### src/rtl/rtc_prescaler_pkg.sv
package rtc_prescaler_pkg;
    localparam int RTC_COARSE_W = 16;
    localparam int RTC_FINE_W   = 5;
endpackage

### src/rtl/rtc_frac_step.sv
module rtc_frac_step #(
    parameter int FINE_W = rtc_prescaler_pkg::RTC_FINE_W
) (
    input  logic [FINE_W-1:0] acc_in,
    input  logic [FINE_W-1:0] trim,
    output logic [FINE_W-1:0] acc_out,
    output logic              stretch
);
    logic [FINE_W:0] sum;

    always_comb begin
        sum     = {1'b0, acc_in} + {1'b0, trim};
        acc_out = sum[FINE_W-1:0];
        stretch = sum[FINE_W];
    end
endmodule

### src/rtl/rtc_second_div.sv
module rtc_second_div (
    input  logic clk,
    input  logic rst,
    input  logic half_strobe,
    output logic sec_tick
);
    typedef struct packed {
        logic phase;
        logic tick;
    } sec_state_t;

    sec_state_t s_d, s_q;

    always_comb begin
        s_d      = s_q;
        s_d.tick = half_strobe && s_q.phase;
        if (half_strobe) begin
            s_d.phase = ~s_q.phase;
        end
    end

    always_ff @(posedge clk) begin
        if (rst) begin
            s_q <= '0;
        end else begin
            s_q <= s_d;
        end
    end

    assign sec_tick = s_q.tick;
endmodule

### src/rtl/rtc_prescaler.sv
module rtc_prescaler #(
    parameter int COARSE_W = rtc_prescaler_pkg::RTC_COARSE_W,
    parameter int FINE_W   = rtc_prescaler_pkg::RTC_FINE_W
) (
    input  logic                clk,
    input  logic                rst,
    input  logic                en,
    input  logic [COARSE_W-1:0] div_coarse,
    input  logic [FINE_W-1:0]   div_fine,
    output logic                half_tick,
    output logic                sec_tick
);
    localparam int CNT_W = COARSE_W + 1;

    typedef struct packed {
        logic [CNT_W-1:0]    cnt;
        logic [COARSE_W-1:0] coarse_lat;
        logic [FINE_W-1:0]   fine_lat;
        logic [FINE_W-1:0]   acc;
        logic                tick;
    } pre_state_t;

    pre_state_t s_d, s_q;

    logic                at_boundary;
    logic [COARSE_W-1:0] eff_coarse;
    logic [FINE_W-1:0]   eff_fine;
    logic [FINE_W-1:0]   acc_next;
    logic                stretch;
    logic [CNT_W-1:0]    limit;
    logic                period_end;

    // A zero count means no pulse of the current period is counted yet.
    always_comb begin
        at_boundary = (s_q.cnt == '0);
        eff_coarse  = at_boundary ? div_coarse : s_q.coarse_lat;
        eff_fine    = at_boundary ? div_fine   : s_q.fine_lat;
    end

    rtc_frac_step #(.FINE_W(FINE_W)) u_step (
        .acc_in  (s_q.acc),
        .trim    (eff_fine),
        .acc_out (acc_next),
        .stretch (stretch)
    );

    always_comb begin
        limit      = {1'b0, eff_coarse} + {{(CNT_W-1){1'b0}}, stretch};
        period_end = en && (s_q.cnt == limit);

        s_d            = s_q;
        s_d.coarse_lat = eff_coarse;
        s_d.fine_lat   = eff_fine;
        s_d.tick       = period_end;
        if (period_end) begin
            s_d.cnt = '0;
            s_d.acc = acc_next;
        end else if (en) begin
            s_d.cnt = s_q.cnt + 1'b1;
        end
    end

    always_ff @(posedge clk) begin
        if (rst) begin
            s_q <= '0;
        end else begin
            s_q <= s_d;
        end
    end

    rtc_second_div u_sec (
        .clk         (clk),
        .rst         (rst),
        .half_strobe (period_end),
        .sec_tick    (sec_tick)
    );

    assign half_tick = s_q.tick;
endmodule

### config.mk
export PLATFORM = sky130hd
export DESIGN_NAME = rtc_prescaler
export DESIGN_NICKNAME = d
export VERILOG_FILES = /design/src/rtl/rtc_prescaler_pkg.sv /design/src/rtl/rtc_frac_step.sv /design/src/rtl/rtc_second_div.sv /design/src/rtl/rtc_prescaler.sv
export SDC_FILE = /design/constraint.sdc
export NUM_CORES = 1
export LEC_CHECK = 0
export BUFFER_PORTS_ARGS = -buffer_cell sky130_fd_sc_hd__buf_2
export CAP_MARGIN = 20
export CORE_AREA = 2 2 80 82
export CTS_CLUSTER_DIAMETER = 120
export DETAILED_ROUTE_END_ITERATION = 8
export DIE_AREA = 0 0 82 84
export GPL_ROUTABILITY_DRIVEN = 0
export PLACE_DENSITY = 0.79
export SLEW_MARGIN = 20
export SYNTH_ARGS = -nofsm -noshare
export SYNTH_HDL_FRONTEND = slang
export SYNTH_HIERARCHICAL = 1
export SYNTH_SLANG_ARGS = --single-unit
### constraint.sdc
create_clock -name clk -period 5.7 [get_ports clk]
set_input_delay 0.285 -clock clk [delete_from_list [all_inputs] [get_ports clk]]
set_output_delay 0.285 -clock clk [all_outputs]
set_load 0.05 [all_outputs]
==> flow_metrics.env, run 1 <==
export IMPL_antenna_found_initial=0
export IMPL_cp_depth=21
export IMPL_cpPeakStageDelay_ns=0.61
export IMPL_clock_latency_ns=0.30
export IMPL_crit_buf_inv=1
export IMPL_slew_headroom_pct=43.6
export IMPL_finalMaxSlewViolations=0
export IMPL_reg2reg_to="u_sec/s_q[1]"
export IMPL_fillers=563
export IMPL_rows=29
export IMPL_via_count=2994
export IMPL_syn_area_sq_um=3260
export IMPL_fin_area_sq_um=3480
export IMPL_end_kind="flop"
export IMPL_p_per_area_nw_per_um2=230
export IMPL_max_freq_mhz=191
export IMPL_crit_start="s_q[27]"
export IMPL_highest_layer="met4"
export IMPL_dieArea_sq_um=6890
export IMPL_fin_nets=450
export IMPL_synth_seq_cells=46
export IMPL_cts_hold_buf=0
export IMPL_cts_tree="built"
export IMPL_initial_core_util_pct=53.5
export IMPL_grt_pass1_wl_um=13100
export IMPL_cts_sinks=46
export IMPL_cts_resized=0
export IMPL_routed_via_density=6.07
export IMPL_syn_num_nets=434
export IMPL_drive_gt1_share_pct=14.9
export IMPL_drc=0
export IMPL_final_common_cell="nand2_1"
export IMPL_finalSetupViolCount=0
export IMPL_synth_ff_type="dfxtp_1"
export IMPL_clock_root_buffer="clkbuf_8"
export IMPL_ys_warn_count=6
export IMPL_cts_made_buffers=5
export IMPL_drt_iter0_drc=311
export IMPL_maxCapViolCount=0
export IMPL_yosysSeqAreaShare_pct=28.3
export IMPL_avgSynthCellArea_sq_um=8.15
export IMPL_slowest_stage="or4_4"
export IMPL_ios=26
export IMPL_final_hold_violation_count=0
export IMPL_routed_wl_met2_um=3540
export IMPL_skew_ns=0.0102
export IMPL_power_leakage_uw=0.00137
export IMPL_grt_max_degree=30
export IMPL_h_tree_depth=2
export IMPL_syn_inst=400
export IMPL_clkTransAtPathRegs_ns=0.09
export IMPL_wl_met3_um=530
export IMPL_placed_area_sq_um=3370
export IMPL_diodes=0
export IMPL_grt_pass1_vias=2767
export IMPL_period_needed_ns=5.23
export IMPL_cp_max_fo=8
export IMPL_fp_dieW_um=82
export IMPL_r2r_start="s_q[27]"
export IMPL_reg2reg_slack_ns=0.47
export IMPL_status="complete, no violations"
export IMPL_start_kind="flop"
export IMPL_fp_dieH_um=84
export IMPL_clk_path_buf_depth=2
export IMPL_wl_met1_um=3580
export IMPL_final_cell_mix="65 x nand2_1, 46 x dfxtp_1, 31 x nor2_1"
export IMPL_portBuffers=25
export IMPL_post_cts_buffers=0
export IMPL_crit_top_cell="ha_1"
export IMPL_reg2regPathDepth=21
export IMPL_synth_edff_count=0
export IMPL_path_cells="inv_1, ha_1, nor4b_4, nand4_1, nand2_1, nand2_1, ha_1, a211o_1, o211ai_1, a21oi_1, ha_1, ha_1, nand3_1, o21a_1, or2_2, o221ai_1, o211ai_1, or4_4, nor4_2, xnor2_1, nor2_1"
export IMPL_final_period_utilization_pct=91.7
export IMPL_grtUsageTotal_pct=24.1
export IMPL_synth_cell_types=59
export IMPL_worst_pin_slew_ns=0.839
export IMPL_cp_required_ns=5.87
export IMPL_peakVddDrop_uv=166
export IMPL_crit_path_end="u_sec/s_q[1]"
export IMPL_hp_class="input port to flop"
export IMPL_antenna_left=0
export IMPL_routed_wl_um=7770
export IMPL_grt_overflow_total=0
export IMPL_tns_ns=0
export IMPL_drtPass1Iterations=6
export IMPL_routedWlPerCell_um=15.8
export IMPL_cp_data_arrival_time_ns=5.40
export IMPL_core_sq_um=6100
export IMPL_synthToLayoutAreaGrowth_pct=6.76
export IMPL_async_flop_share_pct=0
export IMPL_dp_hpwl_um=5740
export IMPL_crit_type="flop to flop"
export IMPL_rsz0062_at_grt="no"
export IMPL_p_total_uw=801
export IMPL_critical_path_top_delay_family="simple AND/OR/NAND/NOR gates"
-- sequential cells by signal, indices dropped and copies added, names as in the netlist --
name,cells
half_tick,1
s_q,43
u_sec/s_q,1
u_sec/sec_tick,1
-- worst min-delay path by stage --
stage | depth (start not counted) | to | start | slack, ns
5_1_grt | 3 | s_q[10] | div_fine[4] | 0.26
4_1_cts | 3 | s_q[26] | div_coarse[15] | 0.24
2_1_floorplan | 1 | u_sec/sec_tick | rst | 0.36
6_report | 3 | s_q[18] | div_coarse[7] | 0.24
3_3_place_gp | 2 | s_q[10] | s_q[10] | 0.45
3_5_place_dp | 2 | s_q[10] | s_q[10] | 0.45
-- cells in the mapped netlist (all sizes together), types with 2 or more instances --
cell     count  area [sq um]
ha           9           113
and4         4          35.0
nand2       65           244
mux2i       13           130
nor3        13          65.1
a41oi        2          17.5
a211o        2          17.5
nand3       11          55.1
nor2b        4          25.0
o21ai        6          33.8
inv          7          26.3
or2          4          25.0
or3          2          12.5
and2         3          18.8
mux2         2          22.5
clkbuf       6          22.5
and3         6          37.5
o311a        2          20.0
buf         13           114
a21oi       28           144
xnor2       21           184
o31ai        6          58.8
dfxtp       46           921
o221ai       2          17.5
nand2b       3          18.8
nand4       24           150
nor2        41           179
nor4        11           126
xor2        22           193
a31oi        2          12.5
o2111ai      2          23.8
o211ai       2          15.0
o21a         3          22.5
a21o         2          15.0
-- metal layers --
metal,GRT usage [%],up-vias
met5,0,-
met4,6.67,0
met3,5.95,11
met2,37.0,117
met1,33.4,1404
li1,-,1462
-- where the power goes --
| group | internal, uW | total (uW) | leakage (uW) | switching [uW] |
|---|---|---|---|---|
| clock network | 140 | 253 | 0.0000573 | 112 |
| logic | 75.0 | 189 | 0.000938 | 114 |
| registers | 338 | 358 | 0.000376 | 20.9 |
-- stage by stage --
stage / setup slack [ns] / hold WS, ns / utilization [%] / cells
finish: 0.471 / 0.243 / 57.1 / 493
global route: 0.00783 / 0.257 / 57.1 / 493
CTS: 0.484 / 0.240 / 57.1 / 493
detailed placement: 0.554 / 0.454 / 55.2 / 486
global placement: 0.731 / 0.447 / 55.2 / 486
floorplan: 0.596 / 0.357 / - / 400
-- worst reg2reg max path, cell delays in order, from the launching register on --
cell and delay [ns]:
dfxtp_1 0.39, inv_1 0.09, ha_1 0.15, nor4b_4 0.28, nand4_1 0.33, nand2_1 0.18
nand2_1 0.11, ha_1 0.29, a211o_1 0.15, o211ai_1 0.10, a21oi_1 0.17, ha_1 0.28
ha_1 0.26, nand3_1 0.25, o21a_1 0.26, or2_2 0.29, o221ai_1 0.16, o211ai_1 0.14
or4_4 0.61, nor4_2 0.41, xnor2_1 0.16, nor2_1 0.05
-- kinds of logic (layout without fill, tap and decap cells) --
family	Yosys count	after routing	synth area share [%]
AOI/OAI and AO/OA	63	63	13.4
xor gates and xnor gates	43	43	11.6
adders and majority gates	10	10	4.07
buffers and inverters	26	42	4.99
DFF	46	46	28.3
muxes	15	15	4.68
and+or+nand+nor	197	197	33.1
-- cell type report --
cell class	count	area, sq um	share of cell area [%]
inverter	7	26.3	0.755
sequential	46	921	26.5
clock inverter	1	30.0	0.863
timing repair buffer	28	148	4.24
multi-input combinational	328	2180	62.5
tap	77	96.3	2.77
clock buffer	6	82.6	2.37
No activity file was read; power rests on OpenSTA's default activity.
==> run 2: changes to the inputs <==
Clock period 5.7 ns to 5.9 ns, I/O delays scaled along.
==> run 2 against run 1 <==
- cell area did not move
- die area did not move
- routed wire length fell by 0.78%
- fmax fell by 0.63%
- power fell by 3.4%
- worst setup slack improved by 0.17 ns
- worst hold slack improved by 0.0076 ns
- combinational power fell by 3%
- cell count did not move
- critical endpoint unchanged
==> flow_metrics.env, run 2 (synthesis gave the netlist of run 1 again) <==
export IMPL_status="complete, no violations"
export IMPL_cts_sinks=46
export IMPL_hp_class="input port to flop"
export IMPL_final_common_cell="nand2_1"
export IMPL_critical_path_top_delay_family="simple AND/OR/NAND/NOR gates"
export IMPL_antenna_found_initial=0
export IMPL_drc=0
export IMPL_core_sq_um=6100
export IMPL_grt_pass1_vias=2742
export IMPL_cts_resized=0
export IMPL_ios=26
export IMPL_crit_top_cell="ha_1"
export IMPL_top_register="s_q"
export IMPL_fillers=554
export IMPL_finalMaxSlewViolations=0
export IMPL_synthToLayoutAreaGrowth_pct=6.76
export IMPL_max_freq_mhz=190
export IMPL_final_hold_violation_count=0
export IMPL_routed_via_density=5.94
export IMPL_clock_latency_ns=0.30
export IMPL_diodes=0
export IMPL_start_kind="flop"
export IMPL_portBuffers=25
export IMPL_grt_max_degree=30
export IMPL_cts_hold_buf=0
export IMPL_dp_cells=486
export IMPL_drive_gt1_share_pct=14.9
export IMPL_drtPass1Iterations=4
export IMPL_multi_input_area_sq_um=2180
export IMPL_maxCapViolCount=0
export IMPL_fin_nets=450
export IMPL_cp_required_ns=6.06
export IMPL_grt_pass1_wl_um=12800
export IMPL_routedWlPerCell_um=15.6
export IMPL_cp_data_arrival_time_ns=5.42
export IMPL_period_needed_ns=5.26
export IMPL_grt_overflow_total=0
export IMPL_grtUsageTotal_pct=23.6
export IMPL_routed_wl_um=7710
export IMPL_drt_iter0_drc=288
export IMPL_crit_buf_inv=1
export IMPL_finalSetupViolCount=0
export IMPL_via_count=2927
export IMPL_fp_dieW_um=82
export IMPL_p_per_area_nw_per_um2=222
export IMPL_crit_type="flop to flop"
export IMPL_rsz0062_at_grt="no"
export IMPL_end_kind="flop"
export IMPL_clkTransAtPathRegs_ns=0.09
export IMPL_cts_made_buffers=5
export IMPL_antenna_left=0
export IMPL_fp_dieH_um=84
export IMPL_cts_tree="built"
export IMPL_clk_path_buf_depth=2
export IMPL_clock_root_buffer="clkbuf_8"
export IMPL_setup_slack_ns=0.638
export IMPL_h_tree_depth=2
export IMPL_rows=29
export IMPL_initial_core_util_pct=53.5
export IMPL_path_cells="inv_1, ha_1, nor4b_4, nand4_1, nand2_1, nand2_1, ha_1, a211o_1, o211ai_1, a21oi_1, ha_1, ha_1, nand3_1, o21a_1, or2_2, o221ai_1, o211ai_1, or4_4, nor4_2, xnor2_1, nor2_1"
export IMPL_dieArea_sq_um=6890
export IMPL_worst_pin_slew_ns=0.785
export IMPL_tns_ns=0
export IMPL_post_cts_buffers=0
export IMPL_final_period_utilization_pct=89.2
export IMPL_cpPeakStageDelay_ns=0.61
export IMPL_skew_ns=0.0122
export IMPL_slew_headroom_pct=47.2
export IMPL_largest_register_ffs=43
export IMPL_timing_hold_ws_ns=0.251
export IMPL_dp_hpwl_um=5810
export IMPL_ff_latch_area_sq_um=921
export IMPL_preCtsSetupSlack_ns=0.695
export IMPL_cp_max_fo=8
export IMPL_peakVddDrop_uv=113
export IMPL_slowest_stage="or4_4"
export IMPL_final_cells=493
export IMPL_power_leakage_uw=0.00137
export IMPL_final_cell_mix="65 x nand2_1, 46 x dfxtp_1, 31 x nor2_1"
[run 2: cell counts in the layout (fill, tap and decap cells not counted)]
No cell type changed its count.
[run 2: where the power goes]
| group | internal [uW] | switching (uW) |
|---|---|---|
| Sequential | 326 | 20.4 |
| Clock | 136 | 108 |
| Combinational | 72.2 | 112 |
[run 2: final timing paths]
| path | endpoint | start | depth (start not counted) | slack (ns) |
|---|---|---|---|---|
| worst max register to register | u_sec/s_q[1] | s_q[28] | 21 | 0.64 |
| worst min register to register | s_q[10] | s_q[10] | 2 | 0.46 |
| worst min-delay path | s_q[18] | div_coarse[7] | 3 | 0.25 |
| worst max-delay path | u_sec/s_q[1] | s_q[28] | 21 | 0.64 |
[run 2: layout make-up]
type	count	area share [%]
well taps	77	2.77
multi-input cells	328	62.5
clock buffers	6	2.37
flip-flops and latches	46	26.5
repair buffers	28	4.24
clock inverters	1	0.863
inverters	7	0.755
[run 2: per-layer routing]
| layer | GRT usage (%) | vias to the layer above | share of wire, % |
|---|---|---|---|
| li1 | - | 1461 | - |
| met1 | 31.8 | 1371 | 46 |
| met2 | 36.7 | 86 | 47 |
| met3 | 6.49 | 9 | 5.8 |
| met4 | 6.21 | 0 | 1.4 |
| met5 | 0 | - | 0 |
[run 2: worst reg2reg max path: cells and delay by family, from the launching register on]
family                     cells  cell delay [ns]
xor gates and xnor gates       1             0.16
adders and majority gates      4             0.96
buffers and inverters          1             0.09
AOI/OAI and AO/OA              6             0.94
DFF                            1             0.40
and+or+nand+nor                9             2.57
[run 2: through the flow]
step	instance area, sq um	utilization [%]	power (uW)
2_1_floorplan	3260	-	492
3_3_place_gp	3370	55.2	528
3_5_place_dp	3370	55.2	533
4_1_cts	3480	57.1	774
6_report	3480	57.1	774
5_1_grt	3480	57.1	813
